--- src/rtl/pbw_pkg.sv ---
package pbw_pkg;

    typedef enum logic [1:0] {
        ST_IDLE  = 2'd0,
        ST_BURST = 2'd1,
        ST_SLEEP = 2'd2
    } pbw_state_e;

    typedef enum logic [1:0] {
        OP_NONE  = 2'd0,
        OP_DESEL = 2'd1,
        OP_READ  = 2'd2,
        OP_WRITE = 2'd3
    } pbw_op_e;

    localparam int unsigned PBW_BYTE_BITS = 8;
    localparam int unsigned PBW_LANE_BITS = PBW_BYTE_BITS + 1;

endpackage

--- src/rtl/pbw_wr_qual.sv ---
module pbw_wr_qual #(
    parameter int NUM_LANES = 2
) (
    input  logic                 allow,
    input  logic                 gw_n,
    input  logic                 bwg_n,
    input  logic [NUM_LANES-1:0] bw_n,
    output logic [NUM_LANES-1:0] lane_we
);

    // global write overrides; the gate admits the per-lane enables
    for (genvar k = 0; k < NUM_LANES; k++) begin : g_lane
        assign lane_we[k] = allow & (~gw_n | (~bwg_n & ~bw_n[k]));
    end

endmodule

--- src/rtl/pbw_burst_seq.sv ---
module pbw_burst_seq #(
    parameter int ADDR_W = 8,
    parameter int CNT_W  = 2
) (
    input  logic              clk,
    input  logic              rst_n,
    input  logic              en,
    input  logic              load,
    input  logic              step,
    input  logic              order_ilv,
    input  logic [ADDR_W-1:0] load_addr,
    output logic [ADDR_W-1:0] acc_addr
);

    logic [ADDR_W-1:0] base_q;
    logic [CNT_W-1:0]  cnt_q;
    logic [CNT_W-1:0]  cnt_use;
    logic [CNT_W-1:0]  lo_bits;

    always_comb begin
        cnt_use = step ? cnt_q + 1'b1 : cnt_q;
        if (order_ilv) begin
            lo_bits = base_q[CNT_W-1:0] ^ cnt_use;
        end else begin
            lo_bits = base_q[CNT_W-1:0] + cnt_use;
        end
        if (load) begin
            acc_addr = load_addr;
        end else begin
            acc_addr = {base_q[ADDR_W-1:CNT_W], lo_bits};
        end
    end

    always_ff @(posedge clk or negedge rst_n) begin
        if (!rst_n) begin
            base_q <= '0;
            cnt_q  <= '0;
        end else if (en) begin
            if (load) begin
                base_q <= load_addr;
                cnt_q  <= '0;
            end else if (step) begin
                cnt_q  <= cnt_use;
            end
        end
    end

endmodule

--- src/rtl/pbw_array.sv ---
module pbw_array #(
    parameter int ADDR_W    = 8,
    parameter int NUM_LANES = 2,
    parameter int LANE_W    = 9
) (
    input  logic                        clk,
    input  logic                        rst_n,
    input  logic [NUM_LANES-1:0]        lane_we,
    input  logic [ADDR_W-1:0]           waddr,
    input  logic [LANE_W*NUM_LANES-1:0] wdata,
    input  logic                        re,
    input  logic [ADDR_W-1:0]           raddr,
    output logic [LANE_W*NUM_LANES-1:0] rq
);

    localparam int DEPTH  = 1 << ADDR_W;
    localparam int BYTE_W = LANE_W - 1;
    localparam int PAR_LO = BYTE_W * NUM_LANES;

    for (genvar k = 0; k < NUM_LANES; k++) begin : g_lane
        logic [LANE_W-1:0] cells [DEPTH];
        logic [LANE_W-1:0] wl;
        logic [LANE_W-1:0] rl_q;

        assign wl = {wdata[PAR_LO+k], wdata[k*BYTE_W +: BYTE_W]};

        always_ff @(posedge clk) begin
            if (lane_we[k]) begin
                cells[waddr] <= wl;
            end
        end

        always_ff @(posedge clk or negedge rst_n) begin
            if (!rst_n) begin
                rl_q <= '0;
            end else if (re) begin
                rl_q <= cells[raddr];
            end
        end

        assign rq[k*BYTE_W +: BYTE_W] = rl_q[BYTE_W-1:0];
        assign rq[PAR_LO+k]           = rl_q[BYTE_W];
    end

endmodule

--- src/rtl/pbw_out_stage.sv ---
module pbw_out_stage #(
    parameter int DATA_W = 18
) (
    input  logic              clk,
    input  logic              rst_n,
    input  logic              en,
    input  logic              pend,
    input  logic              kill,
    input  logic              oe_n,
    input  logic              hide,
    input  logic [DATA_W-1:0] rq_in,
    output logic [DATA_W-1:0] rdata,
    output logic              rvalid
);

    logic dvld_q;

    always_ff @(posedge clk or negedge rst_n) begin
        if (!rst_n) begin
            dvld_q <= 1'b0;
        end else if (en) begin
            dvld_q <= pend & ~kill;
        end
    end

    always_comb begin
        rvalid = dvld_q & ~oe_n & ~hide;
        rdata  = rvalid ? rq_in : '0;
    end

endmodule

--- src/rtl/pbw_sram.sv ---
module pbw_sram
    import pbw_pkg::*;
#(
    parameter int ADDR_W    = 8,
    parameter int NUM_LANES = 2,
    parameter int BURST_LEN = 4
) (
    input  logic                                 clk,
    input  logic                                 rst_n,
    input  logic                                 sleep_i,
    input  logic                                 order_ilv,
    input  logic                                 ce_n,
    input  logic                                 sel_hi,
    input  logic                                 sel_lo_n,
    input  logic                                 ld_cpu_n,
    input  logic                                 ld_ctl_n,
    input  logic                                 adv_n,
    input  logic [ADDR_W-1:0]                    addr,
    input  logic                                 gw_n,
    input  logic                                 bwg_n,
    input  logic [NUM_LANES-1:0]                 bw_n,
    input  logic [PBW_LANE_BITS*NUM_LANES-1:0]   wdata,
    input  logic                                 oe_n,
    output logic [PBW_LANE_BITS*NUM_LANES-1:0]   rdata,
    output logic                                 rvalid
);

    localparam int LANE_W = PBW_LANE_BITS;
    localparam int DATA_W = LANE_W * NUM_LANES;
    localparam int CNT_W  = $clog2(BURST_LEN);

    pbw_state_e             st_q;
    pbw_state_e             st_d;
    pbw_op_e                op_c;
    logic                   acc_go;
    logic                   desel_go;
    logic                   wr_allow;
    logic                   load_c;
    logic                   step_c;
    logic                   chip_sel;
    logic                   cpu_go;
    logic                   ctl_go;
    logic [NUM_LANES-1:0]   lane_we;
    logic                   arr_we;
    logic [ADDR_W-1:0]      acc_addr;
    logic [ADDR_W-1:0]      acc_addr_q;
    logic                   acc_rd_q;
    logic [DATA_W-1:0]      arr_q;

    assign chip_sel = ~ce_n & sel_hi & ~sel_lo_n;
    assign cpu_go   = ~ce_n & ~ld_cpu_n;
    assign ctl_go   = ~ld_ctl_n;

    // next-state and command decode
    always_comb begin
        st_d     = st_q;
        acc_go   = 1'b0;
        desel_go = 1'b0;
        wr_allow = 1'b0;
        load_c   = 1'b0;
        step_c   = 1'b0;
        if (sleep_i) begin
            st_d = ST_SLEEP;
        end else begin
            unique case (st_q)
                ST_SLEEP: begin
                    desel_go = 1'b1;
                    st_d     = ST_IDLE;
                end
                ST_IDLE, ST_BURST: begin
                    if (cpu_go) begin
                        if (chip_sel) begin
                            acc_go = 1'b1;
                            load_c = 1'b1;
                            st_d   = ST_BURST;
                        end else begin
                            desel_go = 1'b1;
                            st_d     = ST_IDLE;
                        end
                    end else if (ctl_go) begin
                        if (chip_sel) begin
                            acc_go   = 1'b1;
                            load_c   = 1'b1;
                            wr_allow = 1'b1;
                            st_d     = ST_BURST;
                        end else begin
                            desel_go = 1'b1;
                            st_d     = ST_IDLE;
                        end
                    end else if (st_q == ST_BURST) begin
                        acc_go   = 1'b1;
                        wr_allow = 1'b1;
                        step_c   = ~adv_n;
                    end
                end
                default: st_d = ST_IDLE;
            endcase
        end
    end

    pbw_wr_qual #(
        .NUM_LANES(NUM_LANES)
    ) u_qual (
        .allow   (wr_allow),
        .gw_n    (gw_n),
        .bwg_n   (bwg_n),
        .bw_n    (bw_n),
        .lane_we (lane_we)
    );

    assign arr_we = |lane_we;

    // operation of this cycle
    always_comb begin
        if (acc_go) begin
            op_c = arr_we ? OP_WRITE : OP_READ;
        end else if (desel_go) begin
            op_c = OP_DESEL;
        end else begin
            op_c = OP_NONE;
        end
    end

    // state register
    always_ff @(posedge clk or negedge rst_n) begin
        if (!rst_n) begin
            st_q <= ST_IDLE;
        end else begin
            st_q <= st_d;
        end
    end

    // registered read address stage
    always_ff @(posedge clk or negedge rst_n) begin
        if (!rst_n) begin
            acc_rd_q   <= 1'b0;
            acc_addr_q <= '0;
        end else if (!sleep_i) begin
            acc_rd_q   <= (op_c == OP_READ);
            acc_addr_q <= acc_addr;
        end
    end

    pbw_burst_seq #(
        .ADDR_W (ADDR_W),
        .CNT_W  (CNT_W)
    ) u_seq (
        .clk       (clk),
        .rst_n     (rst_n),
        .en        (~sleep_i),
        .load      (load_c),
        .step      (step_c),
        .order_ilv (order_ilv),
        .load_addr (addr),
        .acc_addr  (acc_addr)
    );

    pbw_array #(
        .ADDR_W    (ADDR_W),
        .NUM_LANES (NUM_LANES),
        .LANE_W    (LANE_W)
    ) u_arr (
        .clk     (clk),
        .rst_n   (rst_n),
        .lane_we (lane_we),
        .waddr   (acc_addr),
        .wdata   (wdata),
        .re      (~sleep_i & acc_rd_q),
        .raddr   (acc_addr_q),
        .rq      (arr_q)
    );

    pbw_out_stage #(
        .DATA_W (DATA_W)
    ) u_out (
        .clk    (clk),
        .rst_n  (rst_n),
        .en     (~sleep_i),
        .pend   (acc_rd_q),
        .kill   ((op_c == OP_WRITE) | (st_q == ST_SLEEP)),
        .oe_n   (oe_n),
        .hide   (sleep_i | (st_q == ST_SLEEP)),
        .rq_in  (arr_q),
        .rdata  (rdata),
        .rvalid (rvalid)
    );

endmodule

--- config.mk ---
export PLATFORM = sky130hd
export DESIGN_NAME = pbw_sram
export DESIGN_NICKNAME = d
export VERILOG_FILES = /design/src/rtl/pbw_pkg.sv /design/src/rtl/pbw_wr_qual.sv /design/src/rtl/pbw_burst_seq.sv /design/src/rtl/pbw_array.sv /design/src/rtl/pbw_out_stage.sv /design/src/rtl/pbw_sram.sv
export SDC_FILE = /design/constraint.sdc
export NUM_CORES = 2
export LEC_CHECK = 0
export BUFFER_PORTS_ARGS = -buffer_cell sky130_fd_sc_hd__buf_2
export CELL_PAD_IN_SITES_DETAIL_PLACEMENT = 2
export CELL_PAD_IN_SITES_GLOBAL_PLACEMENT = 2
export CORE_MARGIN = 5
export CORE_UTILIZATION = 30
export DETAILED_ROUTE_END_ITERATION = 12
export PLACE_DENSITY = 0.63
export SYNTH_ARGS = -nofsm -noshare
export SYNTH_HDL_FRONTEND = slang
export SYNTH_HIERARCHICAL = 1
export SYNTH_MEMORY_MAX_BITS = 65536
export SYNTH_SLANG_ARGS = --single-unit
--- constraint.sdc ---
create_clock -name clk -period 4.09 [get_ports clk]
set_input_delay 0.409 -clock clk [delete_from_list [all_inputs] [get_ports clk]]
set_output_delay 0.409 -clock clk [all_outputs]
set_load 0.1 [all_outputs]
Yosys cells after proc, flatten, opt, wreduce, memory -nomap -nowiden

Memory sizes are Yosys's and may differ from the RTL's. A register that Yosys moved wholly into a read port is not among the register bits.
Cells that the tools add are included.

Register bits after elaboration: 22
Output and inout bits: 19
Memories: 2
Bits of input ports: 41
RAM bits: 4608

Eq/ne operators: 5
Add/sub/neg operators: 2
Reductions and logical operators: 8
Bitwise logic cells: 28
Multiplexer cells: 41

Memories:

| name                  | words | bits a word | rd ports | clocked after memory_dff | wr ports | line            | RTL |
|---|---|---|---|---|---|---|---|
| u_arr.g_lane[0].cells | 256   | 9           | 1        | 1                        | 1        | pbw_array.sv:21 | `logic [LANE_W-1:0] cells [DEPTH];` |
| u_arr.g_lane[1].cells | 256   | 9           | 1        | 1                        | 1        | pbw_array.sv:21 |  |

Operator list:

| kind                | number |
|---|---|
| $mux 1              | 29 |
| $mux 18             | 1 |
| $mux 2              | 9 |
| $not 1->1           | 12 |
| $and 1x1->1         | 11 |
| $mux 8              | 1 |
| $eq 2x2->1 const B  | 3 |
| $ne 4x4->1 const B  | 1 |
| $or 1x1->1          | 4 |
| $reduce_and 2->1    | 2 |
| $reduce_or 2->1     | 2 |
| $add 2x1->2 const B | 1 |
| $add 2x2->2         | 1 |
| $eq 2x1->1 const B  | 1 |
| $logic_not 1->1     | 2 |
| $logic_not 2->1     | 1 |
| $pmux 1 s2          | 1 |
| $reduce_bool 2->1   | 1 |
| $xor 2x2->2         | 1 |

Logic depth before layout (Yosys ltp)

Depth after elaboration: 16
Mapped depth: 13
Gate-level depth less buffers: 11

Cells and area by module

Netlist, hierarchy kept.

Modules (own cells, without submodules):

| module        | area each (µm²) | instances | sequential area each (µm²) | cells an instance |
|---|---|---|---|---|
| pbw_array     | 179634.8        | 1         | 138823.1                   | 8844 |
| pbw_burst_seq | 560.5           | 1         | 250.2                      | 42 |
| pbw_sram      | 504.2           | 1         | 275.3                      | 43 |
| pbw_out_stage | 206.4           | 1         | 25.0                       | 24 |
| pbw_wr_qual   | 22.5            | 1         | 0.0                        | 4 |

Least setup slack after synthesis

OpenSTA, ideal clock, no wires.

Path type: in2reg
Start point: input sleep_i
End point: memory u_arr.g_lane[1].cells[205][0] (enable)
Data required time: 3.716 ns
Setup slack: 0.606 ns
Path buffers: 1
Library setup time: 0.374 ns
Stages: 12
Arrival: 3.110 ns
Cells stage by stage: and4bb_4 nand2_1 nor2_1 xor2_1 ha_1 and2b_2 xnor3_1 mux2_2 nor2b_1 nand3_1 clkbuf_1 nor2_1

Longest elaborated chain between the ends: 5

Ends and longest elaborated chain:

| element                                           | line                                     | RTL |
|---|---|---|
| from (decl)                                       | pbw_sram.sv:10                           | `input logic sleep_i,` |
| $mux 1 (*)                                        | pbw_sram.sv:62                           | `if (sleep_i) begin` |
| net step_c                                        | pbw_sram.sv:39                           | `logic step_c;` |
| $mux 2 (*)                                        | pbw_burst_seq.sv:21                      | `cnt_use = step ? cnt_q + 1'b1 : cnt_q;` |
| $add 2x2->2 / $xor 2x2->2 (equally long branches) | pbw_burst_seq.sv:25, pbw_burst_seq.sv:23 |  |
| $mux 2 (*)                                        | pbw_burst_seq.sv:22                      | `if (order_ilv) begin` |
| $mux 8 (*)                                        | pbw_burst_seq.sv:27                      | `if (load) begin` |
| net acc_addr[1]                                   | pbw_sram.sv:45                           | `logic [ADDR_W-1:0] acc_addr;` |
| to (decl)                                         | pbw_array.sv:21                          |  |

The timed path passes the listed nets; every way through them passes the cells marked *.

==> results.md <==
## Run status
- complete, but fails checks — result of the run
- setup timing — violated checks

## Min path
- in2reg — Hold Path Class
- u_arr/g_lane[0].cells[34][4] — destination of the worst hold path
- 1 — WHS Path Cells
- wdata[4] — Worst Min Path Start

## STA
- 0 — total count of hold-check failures in the final report
- 0.157 — worst max-slew margin expressed relative to the limit
- 244 MHz — highest clock frequency the design can meet
- 1.00 — final cycle utilization of the critical path
- 47.4 ps — Setup Skew
- 0 — Pins Over Slew Limit
- -2.28 ps — worst setup slack after layout
- 4090 ps — minimum clock period
- 1250 ps — transition time at the pin with the least slew margin
- 54.9 ps — Hold Worst Slack
- -2.28 ps — aggregate negative setup slack
- 1 — final setup fails

## Detailed routing
- 101526 — via count
- 659000 um — Total Wirelength
- 0 — DRT antenna net count
- 5.45 — vias per inst
- 7 — Pre-antenna DRT Iters
- 11701 — first-iteration detailed-routing DRC count
- 35.4 um — WL per Instance
- 0 — count of unresolved DRC violations after routing

## Worst setup path
- u_arr/g_lane[0].rl_q[1] — end of the worst register-to-register path
- acc_addr_q[1] — FF-to-FF Start
- flip-flop — startpoint kind of the worst setup timing path
- 5000 ps — required time of the critical path
- 5000 ps — critical path data arrival time
- sky130_fd_sc_hd__buf_4 — Critical Path Most Common Cell
- buf_12, inv_2, buf_4, nand2_2, buf_4, o221a_1, a2111oi_1, buf_4, nor4_1, a32oi_1, buf_4, o21ai_1 — crit path cell chain
- 17 — Crit Path Max Fanout
- buffers and inverters — delay-heaviest family, CP
- flip-flop — endpoint kind of the worst setup timing path
- 6 — number of buffer and inverter stages on the critical path
- -2 ps — Reg2Reg Setup Slack
- sky130_fd_sc_hd__dfrtp_4 — CP max stage cell
- 690 ps — delay of the slowest critical-path stage
- reg2reg — critical path class
- 12 — length in cells of the worst reg-to-reg path

## Placement
- 200000 um^2 — area of placed instances
- 434000 um — post-detail-place hpwl
- 0.889 — final estimated routing congestion in global placement
- 59 — count of input and output buffers
- 17739 — number of cells in the design after placement
- -341 ps — worst setup slack after placement

## Clocking
- 1040 ps — Clock Latency Late Sink
- 70 ps — clock input transition at the sequential cells of the worst setup and hold paths
- 466 — clock buffers created by TritonCTS
- 4648 — clk sinks
- sky130_fd_sc_hd__clkbuf_16 — root buffer cell
- 0 — buffers inserted by post-CTS timing repair
- yes — TritonCTS clock tree
- 5 — number of H-tree levels
- 4 — maximum clock insertion buffer count

## Cells and area
- 0.275 — ratio of cells with drive above 1 in the final layout
- sky130_fd_sc_hd__edfxtp_1 (4608), sky130_fd_sc_hd__buf_4 (1064), sky130_fd_sc_hd__mux4_2 (748) — commonest cells after routing, fill and taps aside
- 215000 um^2 — post-route cell area
- sky130_fd_sc_hd__edfxtp_1 — most common cell after layout, fill and taps aside
- 19.0% — area added between synthesis and finish
- 10239 — final-stage net count
- 0.358 — final design utilization
- 18642 — Non-Filler Instances

## Yosys
- sky130_fd_sc_hd__edfxtp_1 — predominant post-synthesis flop cell
- 4648 — number of storage elements in the synthesis netlist
- 181000 um^2 — Netlist Area Pre-Place
- 4608 — number of enable flip-flop cells after synthesis
- 6 — count of yosys warnings during synthesis
- 8957 — instance count of the mapped netlist
- 78 — Netlist cell types
- 0.00861 — Async S/R FF share, synth
- 8999 — Synthesized Nets
- 20.2 um^2 — average instance area after synthesis
- 0.770 — register area share after synthesis

## Pwr
- 0.392 mV — largest vdd supply drop
- 71.9 nW — Leak
- 119 mW — total power
- 553 nW/um^2 — power density over the cells

## GRT
- 47 — initial antenna violation count
- 109 — maximum number of pins on one net before global-route repair
- 913000 um — first-pass GRT wire length
- 107491 — vias in the first global route
- 0.209 — global-route usage over all layers
- 0 — overflow left after global routing

## Floorplanning
- 0.301 — initial standard-cell utilization of the core
- 602000 um^2 — Placeable Area
- 285 — total number of placement rows
- 60 — count of boundary I/O pins
- 787 um — die width
- 619000 um^2 — die footprint
- 787 um — Vert. Die Dim

## Flow run
- 0 — max-capacitance violation count

==> what timing repair did <==
| action | CTS | global route |
|---|---|---|
| setup endpoints to repair | 86 | 669 |
| gates resized for setup | 12 | 27 |
| hold buffers | 26 | 0 |
| endpoints found under the hold margin | 338 | 0 |
| cloned | 0 | 0 |
==> synthesized netlist by cell type, drive strengths merged (5+ instances only) <==
cell type | number | area share
or2 | 10 | 0.00035
or3b | 6 | 0.00029
nand3 | 36 | 0.0010
nor2b | 29 | 0.0010
o211ai | 12 | 0.00050
o32ai | 6 | 0.00029
o22ai | 245 | 0.0085
nand4 | 24 | 0.00083
o2111ai | 8 | 0.00039
and3 | 13 | 0.00045
mux2 | 56 | 0.0035
and2 | 30 | 0.0012
a311oi | 10 | 0.00048
a211o | 9 | 0.00044
inv | 13 | 0.00027
a221o | 11 | 0.00061
a32oi | 11 | 0.00053
a22o | 13 | 0.00063
mux2i | 724 | 0.040
dfrtp | 40 | 0.0055
nor2 | 593 | 0.012
edfxtp | 4608 | 0.76
nor4 | 31 | 0.0011
a22oi | 111 | 0.0046
a211oi | 85 | 0.0035
o21ai | 117 | 0.0032
clkbuf | 251 | 0.0053
mux4 | 781 | 0.098
a2111oi | 32 | 0.0018
a221oi | 54 | 0.0027
or4 | 6 | 0.00025
a31oi | 15 | 0.00052
buf | 311 | 0.015
o221a | 17 | 0.0011
o221ai | 117 | 0.0057
nor3 | 43 | 0.0012
nand2 | 272 | 0.0056
a21oi | 164 | 0.0045
nand3b | 7 | 0.00029
a2111o | 5 | 0.00031
==> worst max-delay path by stage <==
stage | slack, ps | depth (start not counted) | startpoint | endpoint
final | -2 | 12 | acc_addr_q[1] | u_arr/g_lane[0].rl_q[1]
after global routing | -9 | 15 | st_q[1] | u_arr/g_lane[0].cells[16][3]
after CTS | 1 | 13 | st_q[1] | u_arr/g_lane[0].cells[166][7]
after detailed placement | -340 | 15 | sleep_i | u_arr/g_lane[1].cells[74][0]
after global placement | -300 | 15 | sleep_i | u_arr/g_lane[1].cells[74][7]
after floorplan | 610 | 12 | sleep_i | u_arr/g_lane[1].cells[205][0]
==> registers in the layout, summed over array words and instances (netlist names) <==
register            cells
u_out/dvld_q            1
u_arr/g_lane.cells   4608
u_seq/cnt_q             2
u_seq/base_q            8
u_arr/g_lane.rl_q      18
st_q                    2
acc_addr_q              8
acc_rd_q                1
==> logic make-up after synthesis <==
kind of cell,after synthesis,synth area share
AO/OA/AOI/OAI,1050,0.0407
XOR/XNOR,3,0.000221
adder cells (fa/ha/maj),1,0.0000691
buffers and inverters,577,0.0206
flip-flops,4648,0.770
multiplexers,1561,0.141
AND/OR/NAND/NOR,1117,0.0266
==> power by group <==
part	switching, mW	internal (mW)
registers	0.478	52.4
logic	14.7	8.22
clock network	19.0	24.1
==> layout make-up <==
class                           count  area (um^2)
Clock buffer                      589        12400
Multi-Input combinational cell   3732        38200
Inverter                           13         56.3
Timing Repair Buffer             1336        12400
Fill cell                       58516       387000
Antenna cell                       13         32.5
Tap cell                         8036        10100
Sequential cell                  4648       139000
Clock inverter                    275         2700
==> layer usage <==
| layer | vias to the layer above | track usage | wire length (um) |
|---|---|---|---|
| met5 | - | 0 | 131 |
| met4 | 14 | 0.0870 | 32000 |
| met3 | 1070 | 0.0315 | 46400 |
| met2 | 4636 | 0.340 | 313000 |
| met1 | 56146 | 0.280 | 267000 |
| li1 | 39660 | - | - |
Note: power is estimated with default switching activity, not from simulation.
